===== src/rtl/tscap_pkg.sv =====
// Package: shared types for the timestamp capture unit.
// Assumes: edge-select codes are two bits wide.
package tscap_pkg;
    typedef enum logic [1:0] {
        EDGE_OFF  = 2'd0,
        EDGE_RISE = 2'd1,
        EDGE_FALL = 2'd2,
        EDGE_BOTH = 2'd3
    } edge_sel_e;
endpackage


===== src/rtl/tscap_timebase.sv =====
// Free-running time-base counter stepped by the low-speed falling strobe.
// Outputs the tap slice of the value the counter will hold after a strobe.
// Assumes: TAP_LO + CAP_W <= TB_W.
module tscap_timebase #(
    parameter int TB_W   = 10,
    parameter int TAP_LO = 2,
    parameter int CAP_W  = 8
) (
    input  logic             clk,
    input  logic             rst_n,
    input  logic             step,
    output logic [CAP_W-1:0] taps_next
);
    logic [TB_W-1:0] cnt_q;
    logic [TB_W-1:0] cnt_inc;

    // next counter value
    assign cnt_inc   = cnt_q + TB_W'(1);
    assign taps_next = cnt_inc[TAP_LO +: CAP_W];

    // counter register, advances on each strobe
    always_ff @(posedge clk) begin
        if (!rst_n)    cnt_q <= '0;
        else if (step) cnt_q <= cnt_inc;
    end
endmodule


===== src/rtl/tscap_sync_edge.sv =====
// Two-flop synchronizer plus selectable edge detector for one pin.
// Assumes: the pin is asynchronous to clk. evt is a one-cycle pulse.
module tscap_sync_edge
    import tscap_pkg::*;
(
    input  logic       clk,
    input  logic       rst_n,
    input  logic       pin_async,
    input  edge_sel_e  sel,
    output logic       evt
);
    logic s1_q, s2_q, prev_q;

    // synchronizer chain and previous-value stage
    always_ff @(posedge clk) begin
        if (!rst_n) begin
            s1_q   <= 1'b0;
            s2_q   <= 1'b0;
            prev_q <= 1'b0;
        end else begin
            s1_q   <= pin_async;
            s2_q   <= s1_q;
            prev_q <= s2_q;
        end
    end

    // edge qualification by select code
    always_comb begin
        unique case (sel)
            EDGE_RISE: evt = s2_q & ~prev_q;
            EDGE_FALL: evt = ~s2_q & prev_q;
            EDGE_BOTH: evt = s2_q ^ prev_q;
            default:   evt = 1'b0;
        endcase
    end
endmodule


===== src/rtl/tscap_channel.sv =====
// One capture channel: request flag, pending capture, capture flag and register.
// Assumes: evt, strobe, clr and irq_clr are single-cycle pulses in the clk domain.
module tscap_channel #(
    parameter int CAP_W = 8
) (
    input  logic             clk,
    input  logic             rst_n,
    input  logic             en,
    input  logic             evt,
    input  logic             strobe,
    input  logic             clr,
    input  logic             irq_clr,
    input  logic [CAP_W-1:0] taps,
    output logic             irq_flag,
    output logic             capf,
    output logic [CAP_W-1:0] capr
);
    logic pend_q;
    logic take;

    // capture fires at a strobe when armed and pending
    assign take = en & pend_q & ~capf & strobe;

    // request flag: set by event, cleared by status write
    always_ff @(posedge clk) begin
        if (!rst_n)       irq_flag <= 1'b0;
        else if (evt)     irq_flag <= 1'b1;
        else if (irq_clr) irq_flag <= 1'b0;
    end

    // pending capture: armed by event, consumed by capture or disable
    always_ff @(posedge clk) begin
        if (!rst_n)               pend_q <= 1'b0;
        else if (!en || take)     pend_q <= 1'b0;
        else if (evt && !capf)    pend_q <= 1'b1;
    end

    // capture flag: capture beats a clearing write
    always_ff @(posedge clk) begin
        if (!rst_n)    capf <= 1'b0;
        else if (take) capf <= 1'b1;
        else if (clr)  capf <= 1'b0;
    end

    // capture register, loaded only on capture
    always_ff @(posedge clk) begin
        if (!rst_n)    capr <= '0;
        else if (take) capr <= taps;
    end
endmodule


===== src/rtl/tscap_unit.sv =====
// Top of the timestamp capture unit: time base, per-channel edge detect and
// capture, and a flat register port. Map: 0 control (enables, edge selects),
// 1 status (capture flags, W1C request flags), 2+c capture register of channel c.
// Assumes: 3*NCH <= DATA_W and CAP_W <= DATA_W.
module tscap_unit
    import tscap_pkg::*;
#(
    parameter int NCH    = 2,
    parameter int TB_W   = 10,
    parameter int TAP_LO = 2,
    parameter int CAP_W  = 8,
    parameter int DATA_W = 8,
    parameter int ADDR_W = $clog2(NCH + 2)
) (
    input  logic              clk,
    input  logic              rst_n,
    input  logic              ls_fall,
    input  logic [NCH-1:0]    pin,
    input  logic              wr_en,
    input  logic [ADDR_W-1:0] addr,
    input  logic [DATA_W-1:0] wdata,
    output logic [DATA_W-1:0] rdata,
    output logic [NCH-1:0]    irq
);
    localparam logic [ADDR_W-1:0] A_CTRL = ADDR_W'(0);
    localparam logic [ADDR_W-1:0] A_STAT = ADDR_W'(1);
    localparam int                SEL_W  = 2 * NCH;

    logic [NCH-1:0]         en_q;
    logic [SEL_W-1:0]       sel_q;
    logic [NCH-1:0]         capf;
    logic [NCH-1:0]         irq_flag;
    logic [NCH*CAP_W-1:0]   capr_flat;
    logic [CAP_W-1:0]       taps;

    // control register write
    always_ff @(posedge clk) begin
        if (!rst_n) begin
            en_q  <= '0;
            sel_q <= '0;
        end else if (wr_en && addr == A_CTRL) begin
            en_q  <= wdata[NCH-1:0];
            sel_q <= wdata[NCH +: SEL_W];
        end
    end

    tscap_timebase #(.TB_W(TB_W), .TAP_LO(TAP_LO), .CAP_W(CAP_W)) u_tb (
        .clk       (clk),
        .rst_n     (rst_n),
        .step      (ls_fall),
        .taps_next (taps)
    );

    for (genvar c = 0; c < NCH; c++) begin : g_ch
        logic evt;
        tscap_sync_edge u_edge (
            .clk       (clk),
            .rst_n     (rst_n),
            .pin_async (pin[c]),
            .sel       (edge_sel_e'(sel_q[2*c +: 2])),
            .evt       (evt)
        );
        tscap_channel #(.CAP_W(CAP_W)) u_chan (
            .clk      (clk),
            .rst_n    (rst_n),
            .en       (en_q[c]),
            .evt      (evt),
            .strobe   (ls_fall),
            .clr      (wr_en && addr == ADDR_W'(c + 2)),
            .irq_clr  (wr_en && addr == A_STAT && wdata[NCH + c]),
            .taps     (taps),
            .irq_flag (irq_flag[c]),
            .capf     (capf[c]),
            .capr     (capr_flat[c*CAP_W +: CAP_W])
        );
    end

    assign irq = irq_flag;

    // side-effect-free read mux
    always_comb begin
        rdata = '0;
        if (addr == A_CTRL) begin
            rdata[NCH-1:0]     = en_q;
            rdata[NCH +: SEL_W] = sel_q;
        end else if (addr == A_STAT) begin
            rdata[NCH-1:0]   = capf;
            rdata[NCH +: NCH] = irq_flag;
        end else begin
            for (int c = 0; c < NCH; c++) begin
                if (addr == ADDR_W'(c + 2)) rdata[CAP_W-1:0] = capr_flat[c*CAP_W +: CAP_W];
            end
        end
    end
endmodule


===== config.mk =====
export PLATFORM = sky130hd
export DESIGN_NAME = tscap_unit
export DESIGN_NICKNAME = d
export VERILOG_FILES = /design/src/rtl/tscap_pkg.sv /design/src/rtl/tscap_timebase.sv /design/src/rtl/tscap_sync_edge.sv /design/src/rtl/tscap_channel.sv /design/src/rtl/tscap_unit.sv
export SDC_FILE = /design/constraint.sdc
export NUM_CORES = 1
export LEC_CHECK = 0
export ABC_CLOCK_PERIOD_IN_PS = 1200
export BUFFER_PORTS_ARGS = -buffer_cell sky130_fd_sc_hd__buf_2
export CAP_MARGIN = 20
export CORE_ASPECT_RATIO = 1.2
export CORE_MARGIN = 2
export CORE_UTILIZATION = 51
export CTS_CLUSTER_DIAMETER = 200
export DETAILED_ROUTE_END_ITERATION = 8
export PLACE_DENSITY = 0.8
export SLEW_MARGIN = 5
export SYNTH_ARGS = -nofsm -noshare
export SYNTH_HDL_FRONTEND = slang
export SYNTH_SLANG_ARGS = --single-unit

===== constraint.sdc =====
create_clock -name clk -period 1.2 [get_ports clk]
set_input_delay 0.18 -clock clk [delete_from_list [all_inputs] [get_ports clk]]
set_output_delay 0.18 -clock clk [all_outputs]
set_load 0.02 [all_outputs]

; Yosys cells after proc, flatten, opt, wreduce, memory -nomap -nowiden
; Index checks and enable logic that the tools add are counted.
[classes]
n_addsub = 1
mux = 16
n_reduce_logical = 21
bitwise = 19
eq_ne = 9
[op_table]
columns = operator, count
row1 = $mux 8, 2
row2 = $eq 2x2->1 const B, 6
row3 = $add 10x1->10 const B, 1
row4 = $and 1x1->1, 10
row5 = $logic_and 1x1->1, 8
row6 = $mux 1, 8
row7 = $mux 4, 2
row8 = $reduce_bool 2->1, 4
row9 = $not 1->1, 7
row10 = $eq 2x1->1 const B, 3
row11 = $mux 6, 1
row12 = $pmux 1 s3, 2
row13 = $logic_not 1->1, 4
row14 = $reduce_or 2->1, 2
row15 = $logic_not 2->1, 1
row16 = $logic_or 1x1->1, 2
row17 = $mux 2, 1
row18 = $xor 1x1->1, 2
[word_totals]
inputBits = 16
ff_bits = 44

; Longest topological paths before layout
[depth]
depth_word = 5
mapped_depth = 6
mapped_depth_nobuf = 6

; Cells and area by module
; From an unflattened synthesis, not the netlist that was laid out.
[hier_totals]
hier_cells = 250
hier_area_um2 = 2353.5
[by_module_without_submodules]
columns = module, instances, cells_each, seq_area_each_um2, area_per_inst_um2
row1 = tscap_channel, 2, 49, 220.2, 471.7
row2 = tscap_timebase, 1, 75, 200.2, 640.6
row3 = tscap_unit, 1, 47, 120.1, 494.2
row4 = tscap_sync_edge, 2, 15, 60.1, 137.6

; Least setup slack after synthesis
; No wires, ideal clock.
[synth_path]
kind = reg2reg
startpoint = register u_tb.cnt_q[3]
endpoint = register u_tb.cnt_q[7]
synth_period_minus_slack_ns = 1.200
path_buffers = 1
t_arrival_ns = 1.085
required_time_ns = 1.085
path_slack_ns = 0.000
path_stages_with_launch = 6
cell_sequence = dfxtp_1 and4_1 buf_6 nand4_1 xnor2_1 and2_1
[synth_via]
elab_chain_len = 1
[synth_rtl]
columns = element, line_no
row1 = "start, declared", tscap_timebase.sv:14  ; logic [TB_W-1:0] cnt_q;
row2 = "start signal, assigned", tscap_timebase.sv:24  ; else if (step) cnt_q <= cnt_inc;
row3 = $add 10x1->10, tscap_timebase.sv:18  ; assign cnt_inc = cnt_q + TB_W'(1);
; Every way passes these cells.
; A chain may end at the register's enable or synchronous reset.

; Final worst setup path
[layout_path]
startpoint = register en_q[0]
endpoint = output port rdata[0]
[layout_via]
elab_chain_len = 1
[layout_rtl]
columns = element, line_no
row1 = "start, declared", tscap_unit.sv:29  ; logic [NCH-1:0] en_q;
row2 = "start signal, assigned", tscap_unit.sv:42  ; en_q <= wdata[NCH-1:0];
row3 = $mux 6, tscap_unit.sv:83  ; if (addr == A_CTRL) begin
row4 = "end, declared", tscap_unit.sv:22  ; output logic [DATA_W-1:0] rdata,
; Every way passes these cells.

==> results.toml <==
[outcome]
status = "finished, violations left"
violations = "negative setup slack"

[timing]
tightest_slew_ns = 0.332
finalSetupViolations = 26
layout_setup_ws_ns = -0.256
tns_ns = -2.69
slew_headroom = 0.776
hold_viol = 0
clock.fmax_mhz = 687
finalCritPeriodShare = 1.21
finalCriticalPeriod_ns = 1.46
report.final.slew_viol_count = 0
rsz0062_at_grt = "yes"
fin_worst_skew_ns = 0.0116

[worst_setup_path]
critical_path_class = "flip-flop to primary output"
cp.arrival_ns = 1.28
max_stage_delay_ns = 0.47
ff2ff_setup_slack_ns = -0.16
cp-end-kind = "primary output"
cpLargestDelayFamily = "multiplexers"
required_ns = 1.02
critPathSlowestCell = "mux4_2"
worstSetupStartpointType = "flip-flop"
path_cells = "mux4_2, buf_6"
worst-path-buf-inv = 1
crit_fanout = 3

[die]
die_x_um = 62.5
coreArea_mm2 = 0.00394
design.die.area_mm2 = 0.00463
start_util = 0.530
rows = 25
die_h_um = 74.1
pin_count = 26

[global_route]
grt_pass1_vias = 1661
antenna_found_initial = 0
grt_pass1_wl_um = 7880
grt.total_usage = 0.219
grt_overflow = 0
grt_max_degree = 21

[detailed_routing]
dr.pass1.iters = 4
drt.antenna.violating_nets = 0
drt_iter0_markers = 154
via_per_inst = 5.54
drt_wl_total_um = 6160
drc = 0
wire_per_inst_um = 18.9
num_vias = 1813

[final_layout]
antennaDiodeCount = 0
area_growth_pct = 36.2
final_nets = 293
fillCellCount = 234
drive_gt1_frac = 0.469
instances_no_fill = 327

[cts]
clkTransAtPathRegs_ns = 0.09
postCtsHoldBufs = 0
cts.htree.levels = 2
clock_sinks = 44
numCtsBuffers = 5
clk_path_buf_depth = 2
cts_tree = "built"
worst_skew_pair.late_latency_ns = 0.31
cts_root_buffer = "clkbuf_8"

[run]
cap_viol_max_count = 0

[synthesis]
synthTopCellsByArea = "dfxtp_1 (42%), mux2i_1 (5.3%), and2_1 (5.1%), xnor2_1 (4.6%), mux4_2 (4.3%)"
ys_warn_count = 0
synth-main-ff-cell = "dfxtp_1"
synth_top_area_cell = "dfxtp_1"
synth_top_area_share = 0.421
synth.net_count = 243
ys_seq_area_frac = 0.421
netlist_instances = 222
synth_area_mm2 = 0.00209
synth_area_per_cell_um2 = 9.42
ys_ff_latch = 44
synth_edf_count = 0
yosys.cell_types.count = 30
postSynth.asyncResetShare = 0

[power_and_ir_drop]
max-vdd-ir-drop_mv = 0.505
p_leak_nw = 1.21
p_per_area_mw_per_mm2 = 1030

[hold_path]
hp-class = "input pin to flip-flop"

[placed_design]
dp_cells = 306
io_buffers = 23
hpwl_um = 2790
gp_congestion = 0.727
-- cell families (layout without fill, tap and decap cells) --
family / Yosys count / count (layout) / synth area share
simple gates: 75 / 75 / 0.194
flops: 44 / 44 / 0.421
compound gates: 39 / 39 / 0.109
buf+inv: 25 / 76 / 0.0682
xor+xnor: 17 / 17 / 0.0712
mux: 17 / 17 / 0.107
fa+ha+maj: 5 / 5 / 0.0299
-- per-stage QoR --
stage / cell area (µm²) / utilization / hold slack [ns] / power, W / worst slack [ns]
floorplan: 2090 / - / 0.307 / 0.00165 / 0.00990
global placement: 2350 / 0.597 / 0.388 / 0.00173 / -0.0670
detailed placement: 2350 / 0.597 / 0.393 / 0.00173 / -0.0891
CTS: 2640 / 0.670 / 0.0754 / 0.00288 / -0.235
global route: 2850 / 0.723 / 0.0718 / 0.00302 / -0.274
finish: 2850 / 0.723 / 0.0740 / 0.00293 / -0.256
-- cell type report --
cell class | instances | area (µm²) | area share
Clock inverter | 3 | 42.5 | 0.0149
Clock buffer | 5 | 68.8 | 0.0242
Inverter | 8 | 30.0 | 0.0105
Multi-Input combinational cell | 153 | 1220 | 0.428
Timing Repair Buffer | 60 | 502 | 0.176
Tap cell | 54 | 67.6 | 0.0237
Sequential cell | 44 | 918 | 0.322
-- synthesized netlist by cell type (3+ instances only) --
library cell,count
buf_6,4
xnor2_1,11
a21oi_1,13
nand4_1,4
xor2_1,6
and3_1,4
ha_1,5
buf_2,5
nor2_1,11
a21boi_0,3
and2_1,17
dfxtp_1,44
buf_4,3
inv_1,8
mux4_2,4
clkbuf_1,4
mux2i_1,11
nand2_1,12
nor2b_1,13
o21ai_0,17
nand3_1,10
-- cells in the final DEF (no fill, tap or decap), types with 3 or more instances in the layout --
cell	synthesis	routed
a21oi_1	13	9
a21oi_2	0	4
and2_1	17	16
buf_2	5	15
buf_4	3	31
buf_6	4	11
clkbuf_8	0	5
dfxtp_1	44	18
dfxtp_2	0	24
ha_4	0	3
inv_1	8	6
mux2i_1	11	10
mux4_2	4	4
nand2_1	12	10
nand3_1	10	8
nand4_1	4	4
nor2_1	11	11
nor2b_1	13	12
o21ai_0	17	12
o21ai_1	0	4
xnor2_1	11	9
xor2_1	6	5
-- sequential cells by signal, indices dropped and copies added, names as in the netlist --
signal / count
g_ch.u_chan.pend_q: 2
g_ch.u_chan.capf: 2
g_ch.u_chan.capr: 16
en_q: 2
sel_q: 4
g_ch.u_chan.irq_flag: 2
g_ch.u_edge.s2_q: 2
g_ch.u_edge.s1_q: 2
u_tb.cnt_q: 10
g_ch.u_edge.prev_q: 2
-- per-layer routing --
| layer | share of wire | global-route usage |
|---|---|---|
| met5 | 0 | 0 |
| met4 | 0.042 | 0.0914 |
| met3 | 0.046 | 0.0514 |
| met2 | 0.53 | 0.398 |
| met1 | 0.38 | 0.252 |
-- repair_timing --
action                     4_1_cts  5_1_grt
buffers inserted                 7        5
cloned                           0        2
setup endpoints to repair       26       32
resized for setup               45       41
pin swaps                       11       17
-- power by group --
group	switching [W]	internal [W]
clock	0.000557	0.000617
combinational	0.000122	0.000128
sequential	0.0000246	0.00148
total	0.000704	0.00223
-- final timing paths --
kind	startpoint	to	cells after the start
setup / recovery	en_q[0]	rdata[0]	2
hold / removal	pin[0]	g_ch[0].u_edge.s1_q	2
setup reg to reg	g_ch[0].u_chan.capf	g_ch[0].u_chan.capr[7]	4
hold reg to reg	g_ch[0].u_edge.s1_q	g_ch[0].u_edge.s2_q	1
Note: power is estimated with default switching activity, not from simulation.
